[src/rtl/bwmem_pkg.sv]
package bwmem_pkg;

    typedef enum logic [1:0] {
        CMD_READ  = 2'b00,
        CMD_WRITE = 2'b01,
        CMD_POST  = 2'b10,
        CMD_OTHER = 2'b11
    } cmd_e;

    typedef enum logic [1:0] {
        TH_IDLE      = 2'b00,
        TH_BUSY      = 2'b01,
        TH_BUSY_OWED = 2'b10,
        TH_RETRY     = 2'b11
    } th_state_e;

endpackage

[src/rtl/bwmem_throttle.sv]
module bwmem_throttle
    import bwmem_pkg::*;
#(
    parameter int SIZE_W  = 7,
    parameter int CPB_NUM = 1,
    parameter int CPB_DEN = 8
) (
    input  logic              clk,
    input  logic              rst_n,
    input  logic              req_valid,
    input  logic              req_is_rw,
    input  logic [SIZE_W-1:0] req_size,
    output logic              accept_o,
    output logic              retry_o,
    output logic              idle_o
);

    localparam int MAX_SIZE = (1 << SIZE_W) - 1;
    localparam int MAX_DUR  = (MAX_SIZE * CPB_NUM + CPB_DEN - 1) / CPB_DEN;
    localparam int CNT_W    = (MAX_DUR < 2) ? 1 : $clog2(MAX_DUR + 1);

    th_state_e        state_q, state_d;
    logic [CNT_W-1:0] cnt_q, cnt_d;
    logic [CNT_W-1:0] dur;
    logic             last_cycle;
    logic             start;

    // Window length in whole cycles, rounded up.
    always_comb begin
        int full;
        full = (int'(req_size) * CPB_NUM + CPB_DEN - 1) / CPB_DEN;
        dur  = CNT_W'(full);
    end

    assign last_cycle = (cnt_q == CNT_W'(1));
    assign start      = req_valid && req_is_rw && (dur != '0);

    // Next state.
    always_comb begin
        state_d = state_q;
        unique case (state_q)
            TH_IDLE:      if (start) state_d = TH_BUSY;
            TH_BUSY: begin
                if (last_cycle)     state_d = req_valid ? TH_RETRY : TH_IDLE;
                else if (req_valid) state_d = TH_BUSY_OWED;
            end
            TH_BUSY_OWED: if (last_cycle) state_d = TH_RETRY;
            TH_RETRY:     state_d = TH_IDLE;
            default:      state_d = TH_IDLE;
        endcase
    end

    // Window counter.
    always_comb begin
        cnt_d = '0;
        unique case (state_q)
            TH_IDLE:                cnt_d = start ? dur : '0;
            TH_BUSY, TH_BUSY_OWED:  cnt_d = cnt_q - CNT_W'(1);
            default:                cnt_d = '0;
        endcase
    end

    // State register.
    always_ff @(posedge clk or negedge rst_n) begin
        if (!rst_n) begin
            state_q <= TH_IDLE;
            cnt_q   <= '0;
        end else begin
            state_q <= state_d;
            cnt_q   <= cnt_d;
        end
    end

    // Outputs.
    always_comb begin
        idle_o   = 1'b0;
        retry_o  = 1'b0;
        unique case (state_q)
            TH_IDLE:  idle_o  = 1'b1;
            TH_RETRY: retry_o = 1'b1;
            default: ;
        endcase
        accept_o = req_valid && idle_o;
    end

    assert_window_opens_R2: assert property (@(posedge clk) disable iff (!rst_n)
        (accept_o && req_is_rw && dur != '0) |=> !idle_o);

    assert_count_live_R2: assert property (@(posedge clk) disable iff (!rst_n)
        (state_q == TH_BUSY || state_q == TH_BUSY_OWED) |-> cnt_q != '0);

    assert_other_free_R4: assert property (@(posedge clk) disable iff (!rst_n)
        (accept_o && !req_is_rw) |=> idle_o);

    assert_retry_single_R6: assert property (@(posedge clk) disable iff (!rst_n)
        retry_o |=> (!retry_o && idle_o));

    assert_refuse_owes_R5: assert property (@(posedge clk) disable iff (!rst_n)
        (req_valid && !accept_o && !retry_o && last_cycle) |=> retry_o);

endmodule

[src/rtl/bwmem_store.sv]
module bwmem_store #(
    parameter int DATA_W = 32,
    parameter int ADDR_W = 4
) (
    input  logic              clk,
    input  logic              rst_n,
    input  logic              wr_en,
    input  logic [ADDR_W-1:0] addr,
    input  logic [DATA_W-1:0] wdata,
    output logic [DATA_W-1:0] rdata
);

    localparam int WORDS = 1 << ADDR_W;

    logic [DATA_W-1:0] mem_q [WORDS];

    always_ff @(posedge clk or negedge rst_n) begin
        if (!rst_n) begin
            for (int i = 0; i < WORDS; i++) mem_q[i] <= '0;
        end else if (wr_en) begin
            mem_q[addr] <= wdata;
        end
    end

    assign rdata = mem_q[addr];

endmodule

[src/rtl/bwmem_rspq.sv]
module bwmem_rspq #(
    parameter int DATA_W  = 32,
    parameter int LATENCY = 4
) (
    input  logic              clk,
    input  logic              rst_n,
    input  logic              push,
    input  logic [1:0]        push_kind,
    input  logic [DATA_W-1:0] push_data,
    output logic              rsp_valid,
    output logic [1:0]        rsp_kind,
    output logic [DATA_W-1:0] rsp_data
);

    localparam int QDEPTH = (LATENCY < 1) ? 1 : LATENCY;
    localparam int PTR_W  = (QDEPTH < 2) ? 1 : $clog2(QDEPTH);
    localparam int CNT_W  = $clog2(QDEPTH + 1);
    localparam int TS_W   = $clog2(LATENCY + 1) + 1;

    logic [TS_W-1:0]   now_q;
    logic [TS_W-1:0]   ts_q   [QDEPTH];
    logic [1:0]        kind_q [QDEPTH];
    logic [DATA_W-1:0] data_q [QDEPTH];
    logic [PTR_W-1:0]  wr_ptr_q, rd_ptr_q;
    logic [CNT_W-1:0]  count_q;
    logic              head_due;
    logic              pop;

    function automatic logic [PTR_W-1:0] bump(input logic [PTR_W-1:0] p);
        return (p == PTR_W'(QDEPTH - 1)) ? '0 : p + PTR_W'(1);
    endfunction

    assign head_due = (count_q != '0) && (ts_q[rd_ptr_q] == now_q);
    assign pop      = head_due;

    always_ff @(posedge clk or negedge rst_n) begin
        if (!rst_n) begin
            now_q    <= '0;
            wr_ptr_q <= '0;
            rd_ptr_q <= '0;
            count_q  <= '0;
            for (int i = 0; i < QDEPTH; i++) begin
                ts_q[i]   <= '0;
                kind_q[i] <= '0;
                data_q[i] <= '0;
            end
        end else begin
            now_q <= now_q + TS_W'(1);
            if (push) begin
                ts_q[wr_ptr_q]   <= now_q + TS_W'(LATENCY);
                kind_q[wr_ptr_q] <= push_kind;
                data_q[wr_ptr_q] <= push_data;
                wr_ptr_q         <= bump(wr_ptr_q);
            end
            if (pop) rd_ptr_q <= bump(rd_ptr_q);
            count_q <= count_q + CNT_W'(push) - CNT_W'(pop);
        end
    end

    assign rsp_valid = head_due;
    assign rsp_kind  = head_due ? kind_q[rd_ptr_q] : 2'b00;
    assign rsp_data  = head_due ? data_q[rd_ptr_q] : '0;

    assert_no_overflow_R8: assert property (@(posedge clk) disable iff (!rst_n)
        (push && !pop) |-> count_q < CNT_W'(QDEPTH));

    assert_head_on_time_R8: assert property (@(posedge clk) disable iff (!rst_n)
        (count_q != '0) |-> TS_W'(ts_q[rd_ptr_q] - now_q) <= TS_W'(LATENCY));

    assert_single_beat_R8: assert property (@(posedge clk) disable iff (!rst_n)
        rsp_valid |=> (!rsp_valid || $past(count_q) > CNT_W'(1)));

endmodule

[src/rtl/bwmem_target.sv]
module bwmem_target
    import bwmem_pkg::*;
#(
    parameter int DATA_W  = 32,
    parameter int ADDR_W  = 4,
    parameter int SIZE_W  = 7,
    parameter int CPB_NUM = 1,
    parameter int CPB_DEN = 8,
    parameter int LATENCY = 4
) (
    input  logic              clk,
    input  logic              rst_n,
    input  logic              req_valid,
    input  logic [1:0]        req_cmd,
    input  logic [SIZE_W-1:0] req_size,
    input  logic [ADDR_W-1:0] req_addr,
    input  logic [DATA_W-1:0] req_wdata,
    output logic              req_accept,
    output logic              retry,
    output logic              rsp_valid,
    output logic [1:0]        rsp_kind,
    output logic [DATA_W-1:0] rsp_data
);

    cmd_e              cmd;
    logic              is_rw;
    logic              is_wr;
    logic              wants_rsp;
    logic              idle;
    logic [DATA_W-1:0] rdata;

    assign cmd       = cmd_e'(req_cmd);
    assign is_rw     = (cmd != CMD_OTHER);
    assign is_wr     = (cmd == CMD_WRITE) || (cmd == CMD_POST);
    assign wants_rsp = (cmd != CMD_POST);

    bwmem_throttle #(
        .SIZE_W (SIZE_W),
        .CPB_NUM(CPB_NUM),
        .CPB_DEN(CPB_DEN)
    ) throttle_i (
        .clk      (clk),
        .rst_n    (rst_n),
        .req_valid(req_valid),
        .req_is_rw(is_rw),
        .req_size (req_size),
        .accept_o (req_accept),
        .retry_o  (retry),
        .idle_o   (idle)
    );

    bwmem_store #(
        .DATA_W(DATA_W),
        .ADDR_W(ADDR_W)
    ) store_i (
        .clk  (clk),
        .rst_n(rst_n),
        .wr_en(req_accept && is_wr),
        .addr (req_addr),
        .wdata(req_wdata),
        .rdata(rdata)
    );

    bwmem_rspq #(
        .DATA_W (DATA_W),
        .LATENCY(LATENCY)
    ) rspq_i (
        .clk      (clk),
        .rst_n    (rst_n),
        .push     (req_accept && wants_rsp),
        .push_kind(req_cmd),
        .push_data((cmd == CMD_READ) ? rdata : '0),
        .rsp_valid(rsp_valid),
        .rsp_kind (rsp_kind),
        .rsp_data (rsp_data)
    );

    assert_refused_when_busy_R5: assert property (@(posedge clk) disable iff (!rst_n)
        (req_valid && !idle) |-> !req_accept);

    assert_no_accept_on_retry_R6: assert property (@(posedge clk) disable iff (!rst_n)
        retry |-> !req_accept);

endmodule

[config.mk]
export PLATFORM = sky130hd
export DESIGN_NAME = bwmem_target
export DESIGN_NICKNAME = d
export VERILOG_FILES = /design/src/rtl/bwmem_pkg.sv /design/src/rtl/bwmem_throttle.sv /design/src/rtl/bwmem_store.sv /design/src/rtl/bwmem_rspq.sv /design/src/rtl/bwmem_target.sv
export SDC_FILE = /design/constraint.sdc
export NUM_CORES = 1
export LEC_CHECK = 0
export BUFFER_PORTS_ARGS = -buffer_cell sky130_fd_sc_hd__buf_2
export CAP_MARGIN = 20
export CORE_MARGIN = 2
export CORE_UTILIZATION = 54
export DETAILED_ROUTE_END_ITERATION = 12
export HOLD_SLACK_MARGIN = 0.08
export PLACE_DENSITY = 0.72
export SLEW_MARGIN = 20
export SYNTH_ARGS = -nofsm -noshare
export SYNTH_HDL_FRONTEND = slang
export SYNTH_HIERARCHICAL = 1
export SYNTH_SLANG_ARGS = --single-unit
export TNS_END_PERCENT = 1
[constraint.sdc]
create_clock -name clk -period 6.3 [get_ports clk]
set_input_delay 1.26 -clock clk [delete_from_list [all_inputs] [get_ports clk]]
set_output_delay 1.26 -clock clk [all_outputs]
set_load 0.02 [all_outputs]
**Word level (Yosys, flattened, before mapping)**

Cells that the tools add are included.

- Order comparisons: 5
- Add/subtract/negate cells: 10
- Bitwise logic cells: 4
- Equality and inequality tests: 14
- Mux-type cells: 39
- Reductions and logical operators: 16

Operator list:

| operator | number |
|---|---|
| 512-bit bitwise mux | 1 |
| 32-bit two-way mux | 8 |
| 32-bit binary-select mux with 4-bit select | 1 |
| 128-bit bitwise mux | 1 |
| 32-bit demux with 4-bit select | 1 |
| 32-bit binary-select mux with 2-bit select | 1 |
| 32-bit demux with 2-bit select | 1 |
| 2-bit two-way mux | 11 |
| 16-bit bitwise mux | 1 |
| 4-bit two-way mux | 3 |
| 2-bit equality test, second input constant | 5 |
| 5-bit case mux with 2 select lines | 1 |
| 8-bit by 1-bit subtractor with 9-bit output, second input constant | 1 |
| 7-bit by 4-bit adder with 8-bit output, second input constant | 1 |
| 4-bit binary-select mux with 2-bit select | 1 |
| 8-bit bitwise mux | 1 |
| 4-bit demux with 2-bit select | 1 |
| 1-bit logical AND | 8 |
| 2-bit case mux with 4 select lines | 1 |
| 3-bit >= comparator, second input constant | 2 |
| 2-bit NOT with 3-bit output | 2 |
| 5-bit by 1-bit adder with 5-bit output | 1 |
| 5-bit by 1-bit equality test with 1-bit output, second input constant | 1 |
| 5-bit >= comparator, second input constant | 1 |
| 26 further kinds | 32 |

- Logic and storage cells: 122
- Bits of input ports: 48
- Output and inout bits: 37
- Register bits: 682

**Depth between registers and ports, before layout**

Gate-level depths: netlist of run 1.

- Depth after elaboration: 9
- Depth in mapped cells: 14
- Mapped depth without buffers: 12

**Hierarchy**

The synthesis of run 1 kept the hierarchy.

Modules (own cells, without submodules):

| module | instances | cells each | area each (um^2) | sequential area each (um^2) |
|---|---|---|---|---|
| bwmem_store | 1 | 1,407 | 22,871.9 | 12,812.3 |
| bwmem_rspq | 1 | 470 | 7,359.6 | 4,078.9 |
| bwmem_throttle | 1 | 58 | 553.0 | 175.2 |
| bwmem_target | 1 | 43 | 316.6 | 0.0 |

**Worst setup path before layout of run 1**

Ideal clock, no wire load.

- Path kind: register -> output
- From: register rspq_i.rd_ptr_q[0]
- To: output port rsp_data[28]
- Buffers on the path: 2
- Cell stages (with the launch flop): 8
- Data required time: 5.040 ns
- Setup slack: 3.064 ns
- Data arrival time: 1.976 ns
- Cells stage by stage: dfrtp_1 -> buf_6 -> mux4_2 -> xor2_1 -> nor3_2 -> nand3_4 -> buf_6 -> nor2b_1

- Cells in the longest elaborated chain, start to end: 7
- Elaborated cells between the ends (all ways): 10
- Classes of those cells: eq/ne (1); mux (7); bitwise (1); reduce/logical (1)

RTL lines:

| element | RTL line | RTL |
|---|---|---|
| start, declared | bwmem_rspq.sv:24 | `logic [PTR_W-1:0] wr_ptr_q, rd_ptr_q;` |
| start signal, assigned | bwmem_rspq.sv:55 | `if (pop) rd_ptr_q <= bump(rd_ptr_q);` |
| 2-bit NOT with 3-bit output (not written as such) * | bwmem_rspq.sv:33, bwmem_rspq.sv:62 |  |
| 4-bit binary-select mux with 2-bit select | bwmem_rspq.sv:33 | `assign head_due = (count_q != '0) && (ts_q[rd_ptr_q] == now_q);` |
| 4-bit two-way mux (not written as such) (2 in series) | bwmem_rspq.sv:33 |  |
| 4-bit equality test | bwmem_rspq.sv:33 |  |
| 1-bit logical AND | bwmem_rspq.sv:33 |  |
| 32-bit two-way mux * | bwmem_rspq.sv:62 | `assign rsp_data = head_due ? data_q[rd_ptr_q] : '0;` |
| end, declared | bwmem_target.sv:22 | `output logic [DATA_W-1:0] rsp_data` |

Mark *: on every way between the ends. The rest lies on a longest branch, timed or not. The select of a mux whose other input is x is not followed.

**Final worst setup path of run 1**

- From: register rspq_i.rd_ptr_q[0]
- To: output port rsp_kind[1]

- Cells in the longest elaborated chain, start to end: 7
- Elaborated cells between the ends (all ways): 10
- Classes of those cells: eq/ne (1); mux (7); bitwise (1); reduce/logical (1)

RTL lines:

| element | RTL line | RTL |
|---|---|---|
| 2-bit NOT with 3-bit output (not written as such) * | bwmem_rspq.sv:33, bwmem_rspq.sv:61 |  |
| 4-bit binary-select mux with 2-bit select | bwmem_rspq.sv:33 |  |
| 4-bit two-way mux (not written as such) (2 in series) | bwmem_rspq.sv:33 |  |
| 4-bit equality test | bwmem_rspq.sv:33 |  |
| 1-bit logical AND | bwmem_rspq.sv:33 |  |
| 2-bit two-way mux * | bwmem_rspq.sv:61 | `assign rsp_kind = head_due ? kind_q[rd_ptr_q] : 2'b00;` |
| end, declared | bwmem_target.sv:21 | `output logic [1:0] rsp_kind,` |

Marks and branches as above.

==> out/results.ini, run 1 <==
[synthesis]
synthAdderAreaFrac_pct = 0.789
synth_top_family_by_area = multiplexers
syn_inst = 1978
syn_area_sq_um = 31100
postSynth.asyncResetShare_pct = 100
synth.area.mux_share_pct = 35.8
syn_area_per_cell_sq_um = 15.7
synth_xor_area_share_pct = 0.447
synth_edf_count = 0
synth_top_cell_area_share_pct = 54.9
synth_top_cell_by_area = dfrtp_1
synth_fp_nets = 2045
synth_ff_type = dfrtp_1
yosys.area_share.simple_pct = 3.40
ys_seq_elements = 682
synth_compound_area_share_pct = 2.04
synth_area_leaders = dfrtp_1, mux2_2, mux4_2
ys_seq_area_share_pct = 54.9
ys_types = 52
yosys_warnings = 6

[power_and_ir_drop]
powerDensity_nw_per_um2 = 352
p_seq_share_pct = 46.6
max-vdd-ir-drop_mv = 0.243
switching_share_pct = 26.5
p_int_mw = 8.95
pwr-share-clk_pct = 34.9
leakagePower_nw = 16.6
comb_power_share_pct = 18.5
p_switching_mw = 3.22

[clocking]
cts_tree = yes
cts-root-buf = clkbuf_16
cts_hold_buffers = 0
cts-buffers-inserted = 73
cts_sinks = 682
clk_latency_ns = 0.62
clk_pin_slew_worst_paths_ns = 0.07
cts_resized = 0
cts_buffer_depth = 3
post_cts_buffers = 0
htreeDepth = 3

[sta]
clock.fmax_mhz = 214
setup-tns-final_ns = 0
skew_ns = 0.0335
worstMarginPinSlew_ns = 1.10
setup_viol = 0
slew_viol_final = 0
rsz0062_at_grt = no
period_share_pct = 74.1
slew_headroom_pct = 26.7
hold_viol = 0
min_period_ns = 4.67

[cells_and_area]
drive_gt1_share_pct = 53.5
areaGrowthSynthToFinish_pct = 11.3
fill_cells = 4225
nets = 2079
multiInputGateArea_sq_um = 13300
seq_area_sq_um = 17100
num_antenna_cells = 0
fin_cells = 2828

[hold_path]
hp-class = flip-flop to flip-flop
min_path_cells = 2

[place]
gp_congestion = 0.747
dp.cells = 2693
portBuffers = 84
dpl.hpwl_mm = 41.7

[setup_path]
startpoint_type = flip-flop
cp_max_fo = 37
crit_type = flip-flop to output pin
crit_arrival_ns = 3.41
cp-end-kind = output pin
r2r_cells = 12
crit_required_ns = 5.04

[route]
totalWireLength_mm = 71.7
vias = 17244
antenna_left = 0
vias_per_cell = 6.10
dr.pass1.iters = 5
drt_iter0_drc = 1116
drt-wirelength-per-cell_um = 25.4
drc = 0

[global_routing]
grt_usage_pct = 25.0
grt_pass1_wl_mm = 113
grt_pass1_vias = 18698
antenna_found_initial = 7
grt_max_degree = 160
grt_overflow = 0

[status]
status = finished, final reports clean

[die]
fp.dieH_um = 244
die_w_um = 244
coreArea_sq_um = 56700
start_util_pct = 54.8
pin_count = 85
rows = 87
dieArea_sq_um = 59500

[run]
max_cap_violations = 0

-- per-layer routing --
metal	GRT usage (%)	vias to the layer above	part of all wire (%)
li1	-	7360	-
met1	34.9	9388	44
met2	40.7	384	48
met3	5.26	106	5.3
met4	5.85	6	2.0
met5	0	-	0.063
-- state kept, by name, indices dropped and copies added, names as in the netlist, named ones only --
register	cells
rspq_i/now_q	4
throttle_i/state_q	1
store_i/mem_q	512
rspq_i/data_q	128
rspq_i/count_q	3
throttle_i/cnt_q	5
rspq_i/kind_q	8
rspq_i/rd_ptr_q	2
rspq_i/ts_q	16
rspq_i/wr_ptr_q	2
-- power groups by stage --
| stage | Clock [mW] | Combinational [mW] | Sequential, mW |
|---|---|---|---|
| 6_report | 4.25 | 2.25 | 5.67 |
| 5_1_grt | 4.53 | 2.45 | 5.78 |
| 4_1_cts | 4.34 | 2.27 | 5.67 |
| 3_5_place_dp | 0 | 2.26 | 5.75 |
| 3_3_place_gp | 0 | 2.17 | 5.69 |
| 2_1_floorplan | 0 | 1.81 | 5.54 |
-- worst max-delay path, stage by stage (launching register included) --
cell and delay (ns):
dfrtp_2 0.76, mux4_2 0.60, xor2_1 0.17, nor3_2 0.25, nand3_4 0.45, and2b_1 0.40
buf_2 0.17
-- cell type report --
type                       instances  area share [%]
inverter                          15           0.163
clock inverter                    21           0.546
tap                              756            2.73
clock buffer                     114            6.45
sequential                       682            49.3
multi-input combinational       1119            38.5
timing repair buffer             121            2.29
-- kinds of logic (layout without fill, tap and decap cells) --
family | count (synthesis) | count (layout)
mux | 821 | 821
flops | 682 | 682
buf+inv | 177 | 271
simple gates | 175 | 175
compound gates | 89 | 89
fa+ha+maj | 19 | 19
xor+xnor | 15 | 15
-- Yosys cell counts, types with 11 or more instances --
library cell / instances
inv_1: 15
mux2_1: 26
nor2b_1: 22
ha_1: 18
o21ai_0: 15
nand2_1: 57
clkbuf_1: 63
buf_1: 18
mux2_2: 626
mux4_2: 165
nor2b_2: 11
a22oi_1: 65
buf_2: 62
dfrtp_1: 682
nor2_1: 12
and2_2: 32
-- final timing paths --
kind,from,to,slack (ns)
worst max-delay path,rspq_i/rd_ptr_q[0],rsp_kind[1],1.63
worst min register to register,rspq_i/ts_q[14],rspq_i/ts_q[14],0.48
worst max register to register,rspq_i/rd_ptr_q[0],rspq_i/count_q[2],2.58
max in group asynchronous,rst_n,store_i/mem_q[207],4.38
min in group asynchronous,rst_n,throttle_i/cnt_q[1],0.61
worst min-delay path,rspq_i/ts_q[14],rspq_i/ts_q[14],0.48
-- per-stage QoR --
stage          utilization (%)  hold WS [ns]  total power, mW  setup WS [ns]  area (sq um)
6_report                  61.0         0.477             12.2           1.63         34600
5_1_grt                   61.0         0.503             12.8           1.32         34600
4_1_cts                   61.0         0.482             12.3           1.52         34600
3_5_place_dp              56.8         0.469             8.01           2.01         32200
3_3_place_gp              56.7         0.457             7.87           2.01         32200
2_1_floorplan                -         0.445             7.35           3.06         31100
-- cells in the final DEF, fill, tap and decap left out, types with 5 or more instances in the layout --
master / synthesis / routed
mux2_1: 26 / 26
nor2_1: 12 / 5
inv_1: 15 / 15
a22oi_1: 65 / 65
clkinv_2: 0 / 9
buf_4: 8 / 31
mux4_2: 165 / 165
clkbuf_8: 0 / 24
xor2_1: 5 / 5
buf_12: 0 / 5
clkbuf_16: 0 / 74
nand2_1: 57 / 53
xnor2_1: 9 / 9
nor3_4: 0 / 6
ha_1: 18 / 17
mux2_2: 626 / 626
nand3_1: 5 / 5
o21ai_0: 15 / 15
dfrtp_1: 682 / 680
buf_2: 62 / 81
nor2b_2: 11 / 11
nor2b_1: 22 / 20
and2_2: 32 / 33
nor2_4: 0 / 7
clkbuf_1: 63 / 17
Power figures use the tool's default switching activity.
==> run 2: changes to the inputs <==
PLACE_DENSITY = 0.74   (was 0.72)
clock period = 3.8 ns   (was 6.3 ns; I/O delays follow)
==> run 2 against run 1 <==
Net effect: worst setup slack got worse by 1.5 ns; sequential cell count is the same; power is 65% higher; non-clock buffer count is 39 higher; register-to-register slack got worse by 1.9 ns; worst hold slack worse by 0.27 ns; sequential share of layout area fell by 0.56 points; final cell count rose by 1.2%; die area stayed put; critical path type unchanged; largest cell class unchanged.
==> out/results.ini, run 2 (same netlist as run 1, synthesis figures left out) <==
[status]
status = finished, final reports clean  ; unchanged

[power_and_ir_drop]
leakagePower_nw = 16.8  ; was 16.6 nW
powerDensity_nw_per_um2 = 574  ; was 352 nW/um^2
max-vdd-ir-drop_mv = 0.423  ; was 0.243 mV

[clocking]
clk_pin_slew_worst_paths_ns = 0.06  ; was 0.07 ns
cts_tree = yes  ; unchanged
cts-root-buf = clkbuf_16  ; unchanged
cts_buffer_depth = 3  ; unchanged
cts_hold_buffers = 0  ; unchanged
cts_sinks = 682  ; unchanged
cts-buffers-inserted = 71  ; was 73
post_cts_buffers = 0  ; unchanged
htreeDepth = 3  ; unchanged
cts_resized = 0  ; unchanged
clk_latency_ns = 0.61  ; was 0.62 ns

[route]
vias_per_cell = 6.08  ; was 6.10
dr.pass1.iters = 5  ; unchanged
drt-wirelength-per-cell_um = 24.7  ; was 25.4 um
wl_met1_mm = 30.2  ; was 31.6 mm
drc = 0  ; unchanged
vias = 17399  ; was 17244
dr_wl_met2_mm = 35.1  ; was 34.8 mm
totalWireLength_mm = 70.7  ; was 71.7 mm
top_layer = met5  ; unchanged
antenna_left = 0  ; unchanged
drt_iter0_drc = 1010  ; was 1116
wl_met3_mm = 3.35  ; was 3.82 mm

[cells_and_area]
nets = 2116  ; was 2079
final_common_cell = dfrtp_1  ; unchanged
top_register = store_i/mem_q  ; unchanged
largest_reg_flops = 512  ; unchanged
fill_cells = 4157  ; was 4225
areaGrowthSynthToFinish_pct = 12.6  ; was 11.3%
reg_top3 = store_i/mem_q x512, rspq_i/data_q x128, rspq_i/ts_q x16  ; unchanged
multiInputGateArea_sq_um = 13300  ; about the same
seq_area_sq_um = 17100  ; unchanged
final_cell_mix = dfrtp_1, mux2_2, mux4_2  ; unchanged
drive_gt1_share_pct = 54.1  ; was 53.5%

[global_routing]
grt_overflow = 0  ; unchanged
grt_usage_pct = 24.6  ; was 25.0%
antenna_found_initial = 6  ; was 7
grt_pass1_wl_mm = 113  ; about the same
grt_pass1_vias = 19233  ; was 18698
grt_max_degree = 102  ; was 160

[sta]
setup-tns-final_ns = 0  ; unchanged
min_period_ns = 3.65
slew_headroom_pct = 36.1  ; was 26.7%
worstMarginPinSlew_ns = 0.958  ; was 1.10 ns
setup_viol = 0  ; unchanged
slew_viol_final = 0  ; unchanged
skew_ns = 0.0265  ; was 0.0335 ns
fin_ws_ns = 0.146  ; was 1.63 ns
rsz0062_at_grt = no  ; unchanged
hold_viol = 0  ; unchanged
clock.fmax_mhz = 274
period_share_pct = 96.2

[place]
gp_congestion = 0.735  ; was 0.747
pre_cts_ws_ns = 0.602  ; was 2.01 ns
portBuffers = 84  ; unchanged
dpl.hpwl_mm = 43.6  ; was 41.7 mm

[setup_path]
crit_type = flip-flop to output pin  ; unchanged
crit_arrival_ns = 2.89  ; was 3.41 ns
startpoint_type = flip-flop  ; unchanged
cp_max_fo = 25  ; was 37
cpMaxStageDelayCell = mux4_2  ; was dfrtp_2
slowest_delay_ns = 0.54  ; was 0.76 ns
path_buf_inv = 2  ; was 1
crit_chain = mux4_2 > xor2_1 > nor3_2 > nand3_4 > buf_6 > and2b_1 > buf_2  ; was mux4_2 > xor2_1 > nor3_2 > nand3_4 > and2b_1 > buf_2
cpLargestDelayFamily = simple AND/OR/NAND/NOR gates  ; unchanged
cp-end-kind = output pin  ; unchanged
crit_required_ns = 3.04  ; was 5.04 ns

[die]
rows = 87  ; unchanged
fp.dieH_um = 244  ; unchanged
start_util_pct = 54.8  ; unchanged
dieArea_sq_um = 59500  ; unchanged
coreArea_sq_um = 56700  ; unchanged
pin_count = 85  ; unchanged
die_w_um = 244  ; unchanged

[hold_path]
hp-class = input pin to async pin  ; was flip-flop to flip-flop

[run]
max_cap_violations = 0  ; unchanged

## run 2: cell types whose count changed in the layout (fill, tap and decap cells not counted), sizes merged
cell,before,now
clkbuf,115,114
clkinv,13,7
diode,0,2
bufinv,1,2
clkinvlp,4,0
inv,18,20
buf,120,159
## run 2: path summary, 6_finish.rpt
kind,cells past startpoint,to,start,slack (ns)
min,1,throttle_i/cnt_q[2],rst_n,0.20
max,7,rsp_data[26],rspq_i/rd_ptr_q[0],0.15
min reg2reg,2,rspq_i/ts_q[12],rspq_i/ts_q[12],0.48
max in group asynchronous,2,store_i/mem_q[115],rst_n,2.55
max reg2reg,8,store_i/mem_q[280],throttle_i/state_q[0],0.65
min in group clk,2,rspq_i/ts_q[12],rspq_i/ts_q[12],0.48
## run 2: routing by layer
layer | track usage, % | vias up
met5 | 0 | -
met4 | 7.46 | 4
met3 | 4.60 | 127
met2 | 40.8 | 408
met1 | 33.4 | 9434
li1 | - | 7426
## run 2: worst register-to-register path, delay by kind of cell (launching register included)
family                   cells  cell delay, ns
AND/OR/NAND/NOR              4            1.26
multiplexers                 1            0.42
buffers and inverters        2            0.58
adder cells (fa/ha/maj)      1            0.31
flip-flops                   1            0.46
## run 2: area by class of cell
cell class                      instances  share of cell area (%)
Inverter                               15                   0.161
Antenna cell                            2                  0.0143
Sequential cell                       682                    48.7
Tap cell                              756                    2.70
Multi-Input combinational cell       1119                    38.1
Clock inverter                         14                   0.397
Clock buffer                          113                    6.18
Timing Repair Buffer                  160                    3.73
## run 2: where the power goes
group          leakage, nW  switching [mW]  internal [mW]
clock network         1.14            2.80           4.04
logic                 6.41            1.72           2.16
registers             9.27           0.743           8.63
## run 2: metrics by stage
| step | cells | util, % | instance area, sq um | total power, mW | hold slack (ns) |
|---|---|---|---|---|---|
| 2_1_floorplan | 1978 | - | 31100 | 12.2 | 0.445 |
| 3_3_place_gp | 2732 | 57.7 | 32700 | 13.1 | 0.463 |
| 3_5_place_dp | 2732 | 57.7 | 32700 | 13.4 | 0.471 |
| 4_1_cts | 2859 | 61.7 | 35000 | 20.3 | 0.238 |
| 5_1_grt | 2860 | 61.7 | 35000 | 21.1 | 0.267 |
| 6_report | 2861 | 61.7 | 35000 | 20.1 | 0.203 |
